$ cat src/rtl/cfs_pkg.sv
package cfs_pkg;

    typedef enum logic [1:0] {
        FR_IDLE = 2'd0,
        FR_RUN  = 2'd1,
        FR_DROP = 2'd2
    } frame_st_e;

    // Sensor qualifiers produced at a sampling instant
    typedef struct packed {
        logic strobe;   // sampling instant on the selected pixel clock edge
        logic hs_act;   // line sync active (polarity applied)
        logic hs_fall;  // line sync left the active state at this instant
        logic vs_rise;  // frame sync entered the active state at this instant
    } sens_evt_t;

endpackage

$ cat src/rtl/cfs_sensor_front.sv
module cfs_sensor_front
    import cfs_pkg::*;
(
    input  logic      clk,
    input  logic      rst_n,
    input  logic      cfg_hsync_low,
    input  logic      cfg_vsync_low,
    input  logic      cfg_pclk_fall,
    input  logic      sen_pclk,
    input  logic      sen_hsync,
    input  logic      sen_vsync,
    output sens_evt_t evt
);

    typedef struct packed {
        logic pclk;
        logic hs;
        logic vs;
    } front_t;

    front_t fr_d, fr_q;
    logic   hs_now, vs_now, strobe;

    always_comb begin
        hs_now = sen_hsync ^ cfg_hsync_low;
        vs_now = sen_vsync ^ cfg_vsync_low;
        strobe = cfg_pclk_fall ? (fr_q.pclk & ~sen_pclk) : (~fr_q.pclk & sen_pclk);

        fr_d      = fr_q;
        fr_d.pclk = sen_pclk;
        if (strobe) begin
            fr_d.hs = hs_now;
            fr_d.vs = vs_now;
        end

        evt.strobe  = strobe;
        evt.hs_act  = hs_now;
        evt.hs_fall = strobe & fr_q.hs & ~hs_now;
        evt.vs_rise = strobe & ~fr_q.vs & vs_now;
    end

    always_ff @(posedge clk or negedge rst_n) begin
        if (!rst_n) fr_q <= '0;
        else        fr_q <= fr_d;
    end

endmodule

$ cat src/rtl/cfs_frame_track.sv
module cfs_frame_track
    import cfs_pkg::*;
#(
    parameter int NUM_BUF = 3,
    parameter int H_W     = 14,
    parameter int V_W     = 13,
    parameter int DATA_W  = 8,
    parameter int BUF_W   = (NUM_BUF > 1) ? $clog2(NUM_BUF) : 1
) (
    input  logic               clk,
    input  logic               rst_n,
    input  sens_evt_t          evt,
    input  logic [DATA_W-1:0]  sen_data,
    input  logic               fifo_full,
    input  logic               cfg_enable,
    input  logic               cfg_two_buf,
    input  logic [H_W-1:0]     cfg_hsize,
    input  logic [V_W-1:0]     cfg_vsize,
    output logic               pix_valid,
    output logic [DATA_W-1:0]  pix_data,
    output logic [BUF_W-1:0]   buf_idx,
    output logic [NUM_BUF-1:0] sof_ev,
    output logic [NUM_BUF-1:0] eof_ev,
    output logic               ovf_ev
);

    typedef struct packed {
        frame_st_e         st;
        logic [H_W-1:0]    hcnt;
        logic [V_W-1:0]    vcnt;
        logic [BUF_W-1:0]  bidx;
        logic              pv;
        logic [DATA_W-1:0] pd;
    } trk_t;

    trk_t             trk_d, trk_q;
    logic [BUF_W-1:0] last_idx;
    logic [V_W:0]     lines_after;
    logic             pix_ok, frame_done;

    always_comb begin
        last_idx    = cfg_two_buf ? BUF_W'(1) : BUF_W'(NUM_BUF - 1);
        lines_after = {1'b0, trk_q.vcnt} + 1'b1;

        trk_d      = trk_q;
        trk_d.pv   = 1'b0;
        sof_ev     = '0;
        eof_ev     = '0;
        ovf_ev     = 1'b0;
        pix_ok     = 1'b0;
        frame_done = 1'b0;

        if (!cfg_enable) begin
            trk_d.st   = FR_IDLE;
            trk_d.bidx = '0;
            trk_d.hcnt = '0;
            trk_d.vcnt = '0;
        end else if (evt.vs_rise) begin
            // start of a new frame, or restart after an early frame sync
            trk_d.st   = FR_RUN;
            trk_d.hcnt = '0;
            trk_d.vcnt = '0;
            for (int i = 0; i < NUM_BUF; i++) begin
                if (trk_q.bidx == BUF_W'(i)) sof_ev[i] = 1'b1;
            end
        end else if ((trk_q.st != FR_IDLE) && evt.strobe) begin
            pix_ok = evt.hs_act && (trk_q.hcnt < cfg_hsize);
            if (pix_ok) begin
                trk_d.hcnt = trk_q.hcnt + 1'b1;
                if (trk_q.st == FR_RUN) begin
                    trk_d.pv = 1'b1;
                    trk_d.pd = sen_data;
                    if (fifo_full) begin
                        ovf_ev   = 1'b1;
                        trk_d.st = FR_DROP;
                    end
                end
            end
            if (evt.hs_fall) begin
                trk_d.hcnt = '0;
                trk_d.vcnt = trk_q.vcnt + 1'b1;
                frame_done = (lines_after == {1'b0, cfg_vsize});
                if (frame_done) begin
                    trk_d.st = FR_IDLE;
                    if (trk_q.st == FR_RUN) begin
                        for (int i = 0; i < NUM_BUF; i++) begin
                            if (trk_q.bidx == BUF_W'(i)) eof_ev[i] = 1'b1;
                        end
                        trk_d.bidx = (trk_q.bidx >= last_idx) ? '0 : trk_q.bidx + 1'b1;
                    end
                end
            end
        end
    end

    always_ff @(posedge clk or negedge rst_n) begin
        if (!rst_n) trk_q <= '0;
        else        trk_q <= trk_d;
    end

    assign pix_valid = trk_q.pv;
    assign pix_data  = trk_q.pd;
    assign buf_idx   = trk_q.bidx;

endmodule

$ cat src/rtl/cfs_irq_regs.sv
module cfs_irq_regs #(
    parameter int NIRQ = 7
) (
    input  logic            clk,
    input  logic            rst_n,
    input  logic [NIRQ-1:0] ev,
    input  logic            mask_wr,
    input  logic [NIRQ-1:0] mask_wdata,
    input  logic            stat_clr,
    input  logic [NIRQ-1:0] stat_clr_data,
    output logic [NIRQ-1:0] raw_status,
    output logic [NIRQ-1:0] masked_status,
    output logic            irq
);

    typedef struct packed {
        logic [NIRQ-1:0] raw;
        logic [NIRQ-1:0] mask;
    } irq_t;

    irq_t            irq_d, irq_q;
    logic [NIRQ-1:0] clr_bits;

    always_comb begin
        clr_bits  = stat_clr ? stat_clr_data : '0;
        irq_d     = irq_q;
        // a fresh event overrides a clear of the same bit
        irq_d.raw = (irq_q.raw & ~clr_bits) | ev;
        if (mask_wr) irq_d.mask = mask_wdata;
    end

    always_ff @(posedge clk or negedge rst_n) begin
        if (!rst_n) irq_q <= '0;
        else        irq_q <= irq_d;
    end

    assign raw_status    = irq_q.raw;
    assign masked_status = irq_q.raw & irq_q.mask;
    assign irq           = |masked_status;

endmodule

$ cat src/rtl/cam_frame_seq.sv
module cam_frame_seq
    import cfs_pkg::*;
#(
    parameter int NUM_BUF = 3,
    parameter int H_W     = 14,
    parameter int V_W     = 13,
    parameter int DATA_W  = 8,
    localparam int BUF_W  = (NUM_BUF > 1) ? $clog2(NUM_BUF) : 1,
    localparam int NIRQ   = 2 * NUM_BUF + 1
) (
    input  logic              clk,
    input  logic              rst_n,
    input  logic              cfg_enable,
    input  logic              cfg_hsync_low,
    input  logic              cfg_vsync_low,
    input  logic              cfg_pclk_fall,
    input  logic              cfg_two_buf,
    input  logic [H_W-1:0]    cfg_hsize,
    input  logic [V_W-1:0]    cfg_vsize,
    input  logic              mask_wr,
    input  logic [NIRQ-1:0]   mask_wdata,
    input  logic              stat_clr,
    input  logic [NIRQ-1:0]   stat_clr_data,
    output logic [NIRQ-1:0]   raw_status,
    output logic [NIRQ-1:0]   masked_status,
    output logic              irq,
    input  logic              sen_pclk,
    input  logic              sen_hsync,
    input  logic              sen_vsync,
    input  logic [DATA_W-1:0] sen_data,
    input  logic              fifo_full,
    output logic              pix_valid,
    output logic [DATA_W-1:0] pix_data,
    output logic [BUF_W-1:0]  buf_idx
);

    sens_evt_t          evt;
    logic [NUM_BUF-1:0] sof_ev, eof_ev;
    logic               ovf_ev;
    logic [NIRQ-1:0]    ev_vec;

    cfs_sensor_front u_front (
        .clk           (clk),
        .rst_n         (rst_n),
        .cfg_hsync_low (cfg_hsync_low),
        .cfg_vsync_low (cfg_vsync_low),
        .cfg_pclk_fall (cfg_pclk_fall),
        .sen_pclk      (sen_pclk),
        .sen_hsync     (sen_hsync),
        .sen_vsync     (sen_vsync),
        .evt           (evt)
    );

    cfs_frame_track #(
        .NUM_BUF (NUM_BUF),
        .H_W     (H_W),
        .V_W     (V_W),
        .DATA_W  (DATA_W),
        .BUF_W   (BUF_W)
    ) u_track (
        .clk         (clk),
        .rst_n       (rst_n),
        .evt         (evt),
        .sen_data    (sen_data),
        .fifo_full   (fifo_full),
        .cfg_enable  (cfg_enable),
        .cfg_two_buf (cfg_two_buf),
        .cfg_hsize   (cfg_hsize),
        .cfg_vsize   (cfg_vsize),
        .pix_valid   (pix_valid),
        .pix_data    (pix_data),
        .buf_idx     (buf_idx),
        .sof_ev      (sof_ev),
        .eof_ev      (eof_ev),
        .ovf_ev      (ovf_ev)
    );

    // status layout: end-of-frame per buffer, then start-of-frame per buffer, then overflow
    assign ev_vec = {ovf_ev, sof_ev, eof_ev};

    cfs_irq_regs #(
        .NIRQ (NIRQ)
    ) u_irq (
        .clk           (clk),
        .rst_n         (rst_n),
        .ev            (ev_vec),
        .mask_wr       (mask_wr),
        .mask_wdata    (mask_wdata),
        .stat_clr      (stat_clr),
        .stat_clr_data (stat_clr_data),
        .raw_status    (raw_status),
        .masked_status (masked_status),
        .irq           (irq)
    );

endmodule

$ cat config.mk
export PLATFORM = sky130hd
export DESIGN_NAME = cam_frame_seq
export DESIGN_NICKNAME = d
export VERILOG_FILES = /design/src/rtl/cfs_pkg.sv /design/src/rtl/cfs_sensor_front.sv /design/src/rtl/cfs_frame_track.sv /design/src/rtl/cfs_irq_regs.sv /design/src/rtl/cam_frame_seq.sv
export SDC_FILE = /design/constraint.sdc
export NUM_CORES = 1
export LEC_CHECK = 0
export BUFFER_PORTS_ARGS = -buffer_cell sky130_fd_sc_hd__buf_2
export CAP_MARGIN = 20
export CORE_ASPECT_RATIO = 1.5
export CORE_MARGIN = 3
export CORE_UTILIZATION = 50
export DETAILED_ROUTE_END_ITERATION = 16
export GPL_ROUTABILITY_DRIVEN = 0
export PLACE_DENSITY = 0.85
export SETUP_SLACK_MARGIN = 0.4
export SLEW_MARGIN = 0
export SYNTH_ARGS = -nofsm -noshare
export SYNTH_HDL_FRONTEND = slang
export SYNTH_SLANG_ARGS = --single-unit
$ cat constraint.sdc
create_clock -name clk -period 7.1 [get_ports clk]
set_input_delay 0.71 -clock clk [delete_from_list [all_inputs] [get_ports clk]]
set_output_delay 0.71 -clock clk [all_outputs]
set_load 0.01 [all_outputs]
Yosys cells after proc, flatten, opt, wreduce, memory -nomap -nowiden
Cells that the tools add are included.
{ "classes": {"muxes": 35, "eq_ne": 12, "reduce_logical": 9, "order_cmp": 2, "addsub": 4, "n_mul": 0, "n_shift": 0, "div_mod_pow": 0, "bitwise_logic": 17} }
{ "ops": {"columns": ["op", "n"], "rows": [
  ["31-bit two-way mux", 2],
  ["40-bit two-way mux", 1],
  ["29-bit two-way mux", 1],
  ["9-bit two-way mux", 3],
  ["3-bit two-way mux", 8],
  ["16-bit two-way mux", 1],
  ["13-bit by 1-bit adder with 14-bit output (second input constant)", 1],
  ["14-bit by 1-bit adder with 14-bit output (second input constant)", 1],
  ["7-bit AND", 2],
  ["14-bit by 13-bit == test with 1-bit output", 1],
  ["14-bit < comparator", 1],
  ["2-bit two-way mux", 7],
  ["13-bit by 1-bit adder with 13-bit output (second input constant)", 1],
  ["11-bit two-way mux", 1],
  ["1-bit two-way mux", 10],
  ["5-bit AND reduction", 2],
  ["2-bit by 1-bit inequality test with 1-bit output (second input constant)", 4],
  ["7-bit two-way mux", 1],
  ["7-bit NOT", 1],
  ["7-bit bitwise OR", 1],
  ["7-bit OR reduction", 1],
  ["1-bit AND", 6],
  ["3-bit by 1-bit inequality test with 1-bit output (second input constant)", 2],
  ["1-bit NOT", 5],
  ["other kinds (11)", 15]
]} }
{ "word_totals": {"latchBits": 0, "mem_bits_ro": 0, "memories": 0, "out_inout_bits": 26, "ff_bits": 57, "mem_bits_rw": 0} }

Longest topological paths before layout
Gate-level depths: netlist of the first run.
{ "logic_depth": {"ltp_word": 10, "mapped_depth": 10, "ltp_nobuf": 9} }

By module
A second synthesis of the first run with hierarchy kept.
{ "unflattened": {"hier_cells": 393, "hier_area_um2": 3742.3} }
{ "modules_own_cells": {"columns": ["module", "cells_per_inst", "instances", "area_each_um2"], "rows": [
  ["cfs_frame_track", 319, 1, 2889.0],
  ["cfs_irq_regs", 53, 1, 639.4],
  ["cfs_sensor_front", 21, 1, 214.0]
]} }

Worst setup path before layout of the first run
Ideal clock, no wire load.
{ "synth_timing": {"path_type": "input to register", "startpoint": "input port cfg_hsize[7]", "endpoint": "register u_track.trk_q (netlist bit u_track.pix_data[4])", "setup_time_ps": 128, "stages": 9, "arrival_time_ps": 2405, "required_ps": 6972, "setup_slack_ps": 4567, "cell_sequence": "inv_1 -> ha_1 -> a21o_1 -> a21oi_1 -> o21ai_0 -> and2_1 -> nor2_1 -> nand2_1 -> mux2_1"} }
{ "synth_via": {"elab_chain_cells": 3} }
{ "synth_rtl": {"columns": ["element", "line_no", "text"], "rows": [
  ["start, declared", "cam_frame_seq.sv:18", "input logic [H_W-1:0] cfg_hsize,"],
  ["14-bit < comparator", "cfs_frame_track.sv:67", "pix_ok = evt.hs_act && (trk_q.hcnt < cfg_hsize);"],
  ["1-bit logical AND", "cfs_frame_track.sv:67", null],
  ["5-bit AND reduction (no line)", null, null],
  ["end signal, assigned", "cfs_frame_track.sv:98", "else trk_q <= trk_d;"],
  ["end, declared", "cfs_frame_track.sv:36", "trk_t trk_d, trk_q;"]
]} }
No other way between the ends.
A chain may end at the register's enable or synchronous reset.

Final worst setup path of the first run
{ "layout_timing": {"startpoint": "register u_front.fr_q[2] in the netlist's numbering", "endpoint": "register u_track.trk_q[34] in the netlist's numbering"} }
{ "layout_via": {"elab_chain_cells": 9, "word_cells_on_any_way": 16, "cone_classes": "eq/ne (2); mux (5); bitwise (7); reduce/logical (2)"} }
{ "layout_rtl": {"columns": ["element", "line_no", "text"], "rows": [
  ["start, declared", "cfs_sensor_front.sv:21", "front_t fr_d, fr_q;"],
  ["start signal, assigned", "cfs_sensor_front.sv:44", "else fr_q <= fr_d;"],
  ["1-bit NOT", "cfs_sensor_front.sv:27", "strobe = cfg_pclk_fall ? (fr_q.pclk & ~sen_pclk) : (~fr_q.pclk & sen_pclk);"],
  ["1-bit AND", "cfs_sensor_front.sv:27", null],
  ["1-bit two-way mux *", "cfs_sensor_front.sv:27", null],
  ["1-bit AND (2 in series)", "cfs_sensor_front.sv:38", "evt.hs_fall = strobe & fr_q.hs & ~hs_now;"],
  ["31-bit two-way mux", "cfs_frame_track.sv:79", "if (evt.hs_fall) begin"],
  ["40-bit two-way mux", "cfs_frame_track.sv:66", "end else if ((trk_q.st != FR_IDLE) && evt.strobe) begin"],
  ["29-bit two-way mux", "cfs_frame_track.sv:58", "end else if (evt.vs_rise) begin"],
  ["31-bit two-way mux", "cfs_frame_track.sv:53", "if (!cfg_enable) begin"]
]} }
Every way passes the cells marked *; elsewhere a longest branch is shown, timed or not. The select of a mux whose other input is x is not followed.

==> results of run 1 <==
[cell families after synthesis]
logic type | share of synthesized area
simple gates | 0.212
compound gates | 0.119
flops | 0.386
buf+inv | 0.0739
xor+xnor | 0.0807
mux | 0.0596
fa+ha+maj | 0.0678
[how the worst max path moves through the flow]
stage,from,end,slack [ns],depth (start not counted)
floorplan,cfg_hsize[7],u_track.pix_data[4],4.57,9
global placement,cfg_pclk_fall,u_track.trk_q[34],3.75,8
detailed placement,cfg_pclk_fall,u_track.trk_q[37],3.67,8
CTS,u_front.fr_q[2],u_track.trk_q[34],3.97,7
global route,u_front.fr_q[2],u_track.trk_q[34],3.83,7
finish,u_front.fr_q[2],u_track.trk_q[34],3.98,7
[placed cells by master (no fill, tap or decap), drive strengths merged, types with 15 or more instances in the layout]
| cell type | Yosys | routed |
|---|---|---|
| ha | 20 | 20 |
| nand3 | 19 | 19 |
| buf | 22 | 89 |
| dfrtp | 57 | 57 |
| inv | 20 | 20 |
| a21oi | 19 | 19 |
| nand2 | 45 | 45 |
| xnor2 | 19 | 19 |
| xor2 | 15 | 15 |
| mux2 | 16 | 16 |
| nor2 | 26 | 26 |
[state kept, by name (all words and copies together), names as in the netlist]
register	flops
u_front.fr_q	3
u_irq.irq_q	7
u_irq.raw_status	7
u_track.buf_idx	2
u_track.pix_data	8
u_track.pix_valid	1
u_track.trk_q	29
[stage by stage]
stage | util | setup slack [ns] | cell area [sq um] | hold WS (ns) | std cells
floorplan | - | 4.57 | 3690 | 0.414 | 395
global placement | 0.578 | 3.75 | 4070 | 0.464 | 551
CTS | 0.608 | 3.97 | 4280 | 0.498 | 567
finish | 0.608 | 3.98 | 4280 | 0.490 | 567
detailed placement | 0.578 | 3.67 | 4070 | 0.483 | 551
global route | 0.608 | 3.83 | 4280 | 0.517 | 567
[final cells by class]
| cell class | count | area (sq um) | share of cell area |
|---|---|---|---|
| Multi-Input combinational cell | 288 | 1990 | 0.466 |
| Sequential cell | 57 | 1430 | 0.333 |
| Timing Repair Buffer | 89 | 450 | 0.105 |
| Clock buffer | 12 | 165 | 0.0386 |
| Tap cell | 97 | 121 | 0.0283 |
| Inverter | 20 | 75.1 | 0.0175 |
| Clock inverter | 4 | 50.0 | 0.0117 |
[routing by layer]
metal / routed length (um) / global-route usage / vias up
met3: 405 / 0.0325 / 21
met2: 4270 / 0.373 / 105
met1: 3250 / 0.217 / 1513
li1: - / - / 1527
met4: 211 / 0.0931 / 0
met5: 0 / 0 / -
[worst max-delay path: stages, from the launching register on]
cell and delay [ns]:
dfrtp_1 0.48, or3b_4 0.46, a211oi_4 0.34, or2b_1 0.63
or2_4 0.27, nand3_4 0.15, or4_1 0.54, a21oi_1 0.16
[power by group]
part / internal (mW) / leakage, nW / switching, mW
Clock: 0.190 / 0.105 / 0.131
Combinational: 0.0436 / 1.20 / 0.0521
Sequential: 0.339 / 0.770 / 0.00957
==> summary.md, run 1 <==
| Metric | Value |
|---|---|
| TritonCTS Sinks | 57 |
| Period minus WS final | 3.12 ns |
| Worst Path Arrival | 3.37 ns |
| WS Path Type | register to register |
| Layout Nets | 547 |
| Post-CTS sizing | 0 |
| CTS Root Buffer Type | clkbuf_8 |
| Mapped Cells | 395 |
| Most area-hungry cell type in the Yosys netlist | dfrtp_1 |
| Clk_skew | 0.0124 ns |
| Vias per cell | 5.58 |
| Post-route ant nets | 0 |
| CTS tree | done |
| Required @ worst endpoint | 7.35 ns |
| Lkg Pwr | 2.08 nW |
| Drt wl/cell | 14.3 um |
| Ratio of final minimum period to clock period | 0.439 |
| Final Slew Violations | 0 |
| Max-cap viol count | 0 |
| GR Util All Layers | 0.200 |
| Mean Syn Cell Area | 9.35 sq um |
| Peak supply drop | 0.000134 V |
| Post-Syn Area | 0.00369 sq mm |
| Top-count cell post-synth | dfrtp_1 |
| Post-CTS Setup Bufs | 0 |
| Setup TNS | 0 ns |
| Die width | 76.2 um |
| Unique masters post-synth | 58 |
| Num CTS Buffers | 9 |
| Initial Utilization | 0.525 |
| Vias in the first global route | 3218 |
| FF-to-FF setup slack | 3.98 ns |
| R2R Path Start | u_front.fr_q[2] |
| Initial antenna violation count | 0 |
| Top-area cell type share of the netlist area | 0.386 |
| Post-CTS Hold Buffers | 0 |
| H-tree depth | 3 |
| Worst-path maximum fanout | 21 |
| DRT iter0 DRCs | 213 |
| PortBufs | 87 |
| Slew HR | 0.512 |
| Deepest clock path buffer count | 2 |
| Sequential area share after synthesis | 0.386 |
| Routed WL | 8130 um |
| Share of layout cells above drive strength 1 | 0.266 |
| Core area | 0.00704 sq mm |
| Num rows | 37 |
| RSZ-0062 raised after global routing | false |
| Hpwl dp | 6180 um |
| Worst hold path class | input port to asynchronous set/reset pin |
| Io pins | 88 |
| Worst slew pin tran | 0.732 ns |
| Post-synth EDFFs | 0 |
| Asr flop ratio synth | 1.00 |
| Flops & latches, synth | 57 |
| Antenna Diode Count | 0 |
| Outcome | finished clean |
| DIE AREA | 0.00847 sq mm |
| Fillers | 657 |
| Most used DFF post-synth | dfrtp_1 |
| Overflow after GRT | 0 |
| First-pass GRT wire length | 14000 um |
| Area contributors post-synth | dfrtp_1 (39%), ha_1 (6.8%), nand2_1 (4.6%) |
| Pwr/cell area | 179 mW/mm^2 |
| Chip Height | 111 um |
| DR pass1 iterations | 6 |
| Worst Reg-to-Reg Cells | 7 |
| Clk_lat worst skew | 0.34 ns |
| Area Growth Syn to Fin | 16.0% |
| Final hold vios | 0 |
| Final setup violation count | 0 |
| Endpoint type of the worst setup path | register |
| Highest clock rate | 321 MHz |
| Pin count of the biggest net entering global routing | 58 |
| Final Total Pwr | 765 uW |
| Critical Path Start Type | register |
| Via Count | 3166 |
| Commonest cells in the netlist | dfrtp_1 (57), nand2_1 (45), nor2_1 (26) |
| Drt drc | 0 |
| CTS clk-pin slew, worst paths | 0.07 ns |
| Syn Nets | 477 |
| FF-to-FF End | u_track.trk_q[34] |
| Number of synthesis warnings | 0 |
Note: power is estimated with default switching activity, not from simulation.
==> inputs of run 2 (changes only) <==
clock period = 2.95 ns   (was 7.1 ns; I/O delays follow)
==> run 2 against run 1 <==
Effect of this change: register-to-register slack worse by 3.5 ns; clock-buffer cell count stayed put; wire length rose by 0.22%; first-iteration DRC count decreased by 14%; sequential cell count is the same; die area unchanged; power is 140% higher; via count rose by 2.5%; global-route usage decreased by 0.17 points; highest routed layer unchanged.
==> summary.md, run 2 (synthesized netlist as in run 1, its figures left out) <==
| Metric | Value |
|---|---|
| Outcome | finished clean |
| Pin count of the biggest net entering global routing | 45 |
| Post-route ant nets | 0 |
| Met1 usage in global routing | 0.224 |
| Final setup violation count | 0 |
| Commonest non-fill, non-tap cell in the layout | buf_2 |
| Hold path endpoint | u_front.fr_q[2] |
| Ratio of final minimum period to clock period | 0.824 |
| WS Path Type | register to register |
| Worst-path maximum fanout | 13 |
| Biggest register | u_track.trk_q |
| Drt drc | 0 |
| Slew HR | 0.622 |
| CTS tree | done |
| Vias per cell | 5.63 |
| Layout Nets | 557 |
| Commonest non-fill, non-tap cells in the layout | buf_2 (87), dfrtp_1 (55), nand2_1 (44) |
| DR pass1 iterations | 5 |
| Worst hold start | sen_pclk |
| Overflow after GRT | 0 |
| Routed WL | 8150 um |
| Worst slew pin tran | 0.566 ns |
| DRT iter0 DRCs | 184 |
| Area Growth Syn to Fin | 19.1% |
| DIE AREA | 0.00847 sq mm |
| Sw Pwr | 459 uW |
| Worst hold path class | input port to register |
| Final hold vios | 0 |
| Clock share of power | 0.414 |
| FF-to-FF setup slack | 0.52 ns |
| Final Slew Violations | 0 |
| Drt wl/cell | 14.1 um |
| Clk_skew | 0.00601 ns |
| M2 GR Usage | 0.357 |
| Grt peak-use layer | met2 |
| Max reg flops | 29 |
| PortBufs | 87 |
| Initial Utilization | 0.525 |
| Antenna Diode Count | 0 |
| First-pass GRT wire length | 13800 um |
| R2R Path Start | u_track.trk_q[29] |
| Via Count | 3246 |
| Period minus WS final | 2.43 ns |
| Chip Height | 111 um |
| Vias in the first global route | 3199 |
| Worst Reg-to-Reg Cells | 7 |
| Pwr/cell area | 420 mW/mm^2 |
| RSZ-0062 raised after global routing | false |
| Final core utilization | 0.625 |
| Endpoint type of the worst setup path | register |
| Clk_lat worst skew | 0.33 ns |
| Slowest cell on crit path | or4_1 |
| Io pins | 88 |
| Comb pwr share | 0.133 |
| Num rows | 37 |
| Critical Path Start Type | register |
| Register share of total power | 0.454 |
| Pint | 1.39 mW |
| Die width | 76.2 um |
| Switching share of power | 0.249 |
| Worst Path Arrival | 2.69 ns |
| Deepest clock path buffer count | 2 |
| Highest clock rate | 411 MHz |
| TritonCTS Sinks | 57 |
| Num CTS Buffers | 9 |
| Share of layout cells above drive strength 1 | 0.294 |
| CP most frequent cell | a21oi_1 |
| FF-to-FF End | u_track.trk_q[37] |
| Max-cap viol count | 0 |
| CTS Root Buffer Type | clkbuf_8 |
| Required @ worst endpoint | 3.21 ns |
| Worst path cell trace | ha_1, a21oi_1, o221ai_1, a31oi_2, nand3_4, or4_1, a21oi_1 |
| Hpwl dp | 6340 um |
| Core area | 0.00704 sq mm |
| Lkg Pwr | 2.13 nW |
| Crit path largest cell delay | 0.55 ns |
| H-tree depth | 3 |
| Peak supply drop | 0.000249 V |
| CTS clk-pin slew, worst paths | 0.06 ns |
| GR Util All Layers | 0.198 |
| Setup TNS | 0 ns |
| Initial antenna violation count | 0 |
| Grt met3 use | 0.0366 |
| Cells on Worst Hold Path | 1 |
==> run 2: worst max path at each step <==
stage                                  from            endpoint
after floorplan             u_front.fr_q[2]   u_track.trk_q[30]
after global placement      u_front.fr_q[2]   u_track.trk_q[37]
after detailed placement    u_front.fr_q[2]   u_track.trk_q[37]
after CTS                   u_front.fr_q[2]   u_track.trk_q[37]
after global routing      u_track.trk_q[11]  u_track.buf_idx[1]
final                     u_track.trk_q[29]   u_track.trk_q[37]
==> run 2: critical path: cells and delay by family, from the launching register on <==
family	cells	cell delay (ns)
fa+ha+maj	1	0.33
simple gates	2	0.75
flops	1	0.43
compound gates	4	0.84
==> run 2: repair_timing <==
item	4_1_cts	5_1_grt
hold buffers	0	1
endpoints found under the hold margin	0	16
setup endpoints to repair	0	13
buffers inserted	0	2
resized for setup	0	8
==> run 2: cell type report <==
| type | instances | area [sq um] |
|---|---|---|
| fill | 639 | 2640 |
| multi-input combinational | 288 | 2020 |
| sequential | 57 | 1430 |
| timing repair buffer | 99 | 541 |
| clock buffer | 12 | 165 |
| tap | 97 | 121 |
| inverter | 20 | 75.1 |
| clock inverter | 4 | 50.0 |
==> run 2: through the flow <==
| step | hold slack (ns) | cell area [sq um] | instances | total power [mW] | setup WS [ns] |
|---|---|---|---|---|---|
| 2_1_floorplan | -0.000591 | 3690 | 395 | 1.00 | 0.661 |
| 4_1_cts | 0.125 | 4330 | 573 | 1.86 | 0.410 |
| 3_5_place_dp | 0.479 | 4110 | 557 | 1.09 | 0.458 |
| 5_1_grt | 0.138 | 4400 | 577 | 1.94 | 0.401 |
| 6_report | 0.142 | 4400 | 577 | 1.85 | 0.518 |
| 3_3_place_gp | 0.464 | 4110 | 557 | 1.08 | 0.533 |
==> run 2: power by group through the flow <==
stage          Sequential [mW]  Clock (mW)  Combinational [mW]
3_5_place_dp             0.852           0               0.240
5_1_grt                  0.843       0.819               0.274
4_1_cts                  0.838       0.783               0.240
2_1_floorplan            0.846           0               0.157
6_report                 0.838       0.764               0.245
3_3_place_gp             0.850           0               0.232
==> run 2: routing by layer <==
metal / vias to the layer above / wire length [um]
li1: 1544 / -
met1: 1547 / 3140
met2: 137 / 4310
met3: 18 / 528
met4: 0 / 173
met5: - / 0
==> inputs of run 3 (changes only) <==
ABC_AREA = 1   (was not set)
CORE_UTILIZATION = 49   (was 50)
PLACE_DENSITY = 0.87   (was 0.85)
clock period = 2.2 ns   (was 2.95 ns; I/O delays follow)
==> run 3 against run 2 <==
Effect of this change: non-clock buffer count up 36; global-route usage rose by 4.2 points; worst setup slack lost 0.45 ns; sequential share of layout area shrank 4.4 points; maximum frequency increased by 14%; area after synthesis rose by 1.5%; final cell count up 26%.
==> summary.md, run 3 <==
| Metric | Value |
|---|---|
| Multi-input gate area | 0.00221 sq mm |
| Core area | 0.00732 sq mm |
| Ratio of final minimum period to clock period | 0.969 |
| Final hold vios | 0 |
| Setup TNS | 0 ns |
| Clk_skew | 0.0112 ns |
| CTS Root Buffer Type | clkbuf_8 |
| Delay-heaviest family, CP | compound AO/OA/AOI/OAI gates |
| Syn Nets | 581 |
| Sw Pwr | 679 uW |
| Clock share of power | 0.411 |
| Asr flop ratio synth | 1.00 |
| Via Count | 4040 |
| Final Total Pwr | 2.50 mW |
| Final setup violation count | 0 |
| FF-to-FF setup slack | 0.07 ns |
| Mean Syn Cell Area | 7.51 sq um |
| Worst slew pin tran | 0.743 ns |
| Vias per cell | 5.54 |
| Crit path largest cell delay | 0.39 ns |
| Num CTS Buffers | 9 |
| DR pass1 iterations | 6 |
| Die width | 77.4 um |
| Pwr/cell area | 491 mW/mm^2 |
| Top-count cell post-synth | nand2_1 |
| Highest clock rate | 469 MHz |
| GR Util All Layers | 0.240 |
| FF+latch area | 0.00143 sq mm |
| Post-route ant nets | 0 |
| Max-cap viol count | 0 |
| Comb pwr share | 0.152 |
| Number of synthesis warnings | 0 |
| Initial antenna violation count | 0 |
| Unique masters post-synth | 34 |
| Outcome | finished clean |
| Worst Path Arrival | 2.36 ns |
| CTS clk-pin slew, worst paths | 0.07 ns |
| Antenna Diode Count | 0 |
| Lkg Pwr | 2.67 nW |
| Post-synth EDFFs | 0 |
| Period minus WS final | 2.13 ns |
| Max reg flops | 29 |
| Share of layout cells above drive strength 1 | 0.375 |
| Critical Path Start Type | register |
| Fillers | 569 |
| Routed WL | 11800 um |
| Io pins | 88 |
| CTS tree | done |
| WS Path Type | register to register |
| DIE AREA | 0.00875 sq mm |
| Final Slew Violations | 0 |
| Count of placed standard cells including taps | 667 |
| Most used DFF post-synth | dfrtp_1 |
| Worst path cell trace | ha_1, a21oi_2, o21ai_1, a21oi_2, nand3b_1, buf_6, buf_4, o21ai_4, o21ai_1, o21a_1 |
| Biggest register | u_track.trk_q |
| H-tree depth | 3 |
| Endpoint type of the worst setup path | register |
| TritonCTS Sinks | 57 |
| DRT iter0 DRCs | 279 |
| Pin count of the biggest net entering global routing | 58 |
| Deepest clock path buffer count | 2 |
| Drt drc | 0 |
| Peak supply drop | 0.000444 V |
| Slew HR | 0.505 |
| Commonest non-fill, non-tap cell in the layout | nand2_1 |
| Top-area cell type share of the netlist area | 0.381 |
| Area Growth Syn to Fin | 35.8% |
| Initial Utilization | 0.512 |
| Drt wl/cell | 16.2 um |
| Register share of total power | 0.437 |
| Switching share of power | 0.272 |
| Post-Syn Area | 0.00375 sq mm |
| Commonest non-fill, non-tap cells in the layout | nand2_1 (121), buf_2 (88), inv_1 (71) |
| Fin cells | 729 |
| Required @ worst endpoint | 2.43 ns |
| Sequential area share after synthesis | 0.381 |
| PortBufs | 87 |
| First-pass GRT wire length | 16900 um |
| Hpwl dp | 7150 um |
| Slowest cell on crit path | dfrtp_1 |
| Critical path buffers and inverters | 2 |
| Clk_lat worst skew | 0.35 ns |
| Most area-hungry cell type in the Yosys netlist | dfrtp_1 |
| Flops & latches, synth | 57 |
| Layout Nets | 706 |
| Chip Height | 113 um |
| Pint | 1.82 mW |
| Vias in the first global route | 3940 |
| Overflow after GRT | 0 |
| Worst-path maximum fanout | 5 |
| Worst hold path class | input port to asynchronous set/reset pin |
| Area contributors post-synth | dfrtp_1 (38%), nand2_1 (13%), inv_1 (7.3%) |
| RSZ-0062 raised after global routing | true |
| Mapped Cells | 499 |
| Num rows | 38 |
| Commonest cells in the netlist | nand2_1 (132), inv_1 (73), dfrtp_1 (57) |
## run 3: cell type report
type / count / area share
multi-input cells: 345 / 0.435
flip-flops and latches: 57 / 0.281
repair buffers: 135 / 0.163
inverters: 76 / 0.0566
clock buffers: 11 / 0.0298
well taps: 100 / 0.0246
clock inverters: 5 / 0.0106
## run 3: worst paths after layout
path / from / depth (start not counted) / end
setup reg to reg: u_track.trk_q[31] / 10 / u_track.trk_q[32]
hold / removal: rst_n / 2 / u_irq.irq_q[1]
hold reg to reg: u_track.pix_data[5] / 2 / u_track.pix_data[5]
max in group asynchronous: rst_n / 2 / u_track.trk_q[29]
setup / recovery: u_track.trk_q[31] / 10 / u_track.trk_q[32]
min in group clk: sen_data[5] / 3 / u_track.pix_data[5]
## run 3: repair_timing
action	in CTS	in global routing
hold endpoints to repair	1	0
hold buffers	1	0
pin swaps	16	20
setup buffers	18	25
gates cloned	1	1
resized for setup	39	65
endpoints found under the setup margin	40	41
## run 3: stage by stage
stage | util | cell area [sq um] | hold WS [ns] | setup slack, ns
after floorplan | - | 3760 | -0.0756 | 0.382
after global placement | 0.573 | 4190 | 0.344 | 0.171
after detailed placement | 0.573 | 4190 | 0.346 | 0.0789
after CTS | 0.637 | 4660 | 0.0458 | 0.193
after global routing | 0.695 | 5090 | 0.0638 | 0.00457
final | 0.695 | 5090 | 0.0156 | 0.0675
## run 3: logic make-up after synthesis
logic type,Yosys count,share of synthesized area
multiplexers,7,0.0210
adder cells (fa/ha/maj),20,0.0668
flip-flops,57,0.381
AO/OA/AOI/OAI,78,0.123
AND/OR/NAND/NOR,234,0.280
buffers and inverters,98,0.117
XOR/XNOR,5,0.0117
## run 3: power by group through the flow
stage	clock, mW	sequential [mW]	combinational, mW
2_1_floorplan	0	1.11	0.158
6_report	1.03	1.09	0.380
5_1_grt	1.08	1.09	0.410
3_5_place_dp	0	1.11	0.275
3_3_place_gp	0	1.11	0.267
4_1_cts	1.03	1.09	0.313
## run 3: metal layers
| layer | GRT usage | wire, um | vias to the layer above |
|---|---|---|---|
| met1 | 0.253 | 4080 | 1871 |
| met2 | 0.450 | 6330 | 223 |
| met5 | 0 | 0 | - |
| li1 | - | - | 1870 |
| met3 | 0.0422 | 736 | 76 |
| met4 | 0.122 | 678 | 0 |
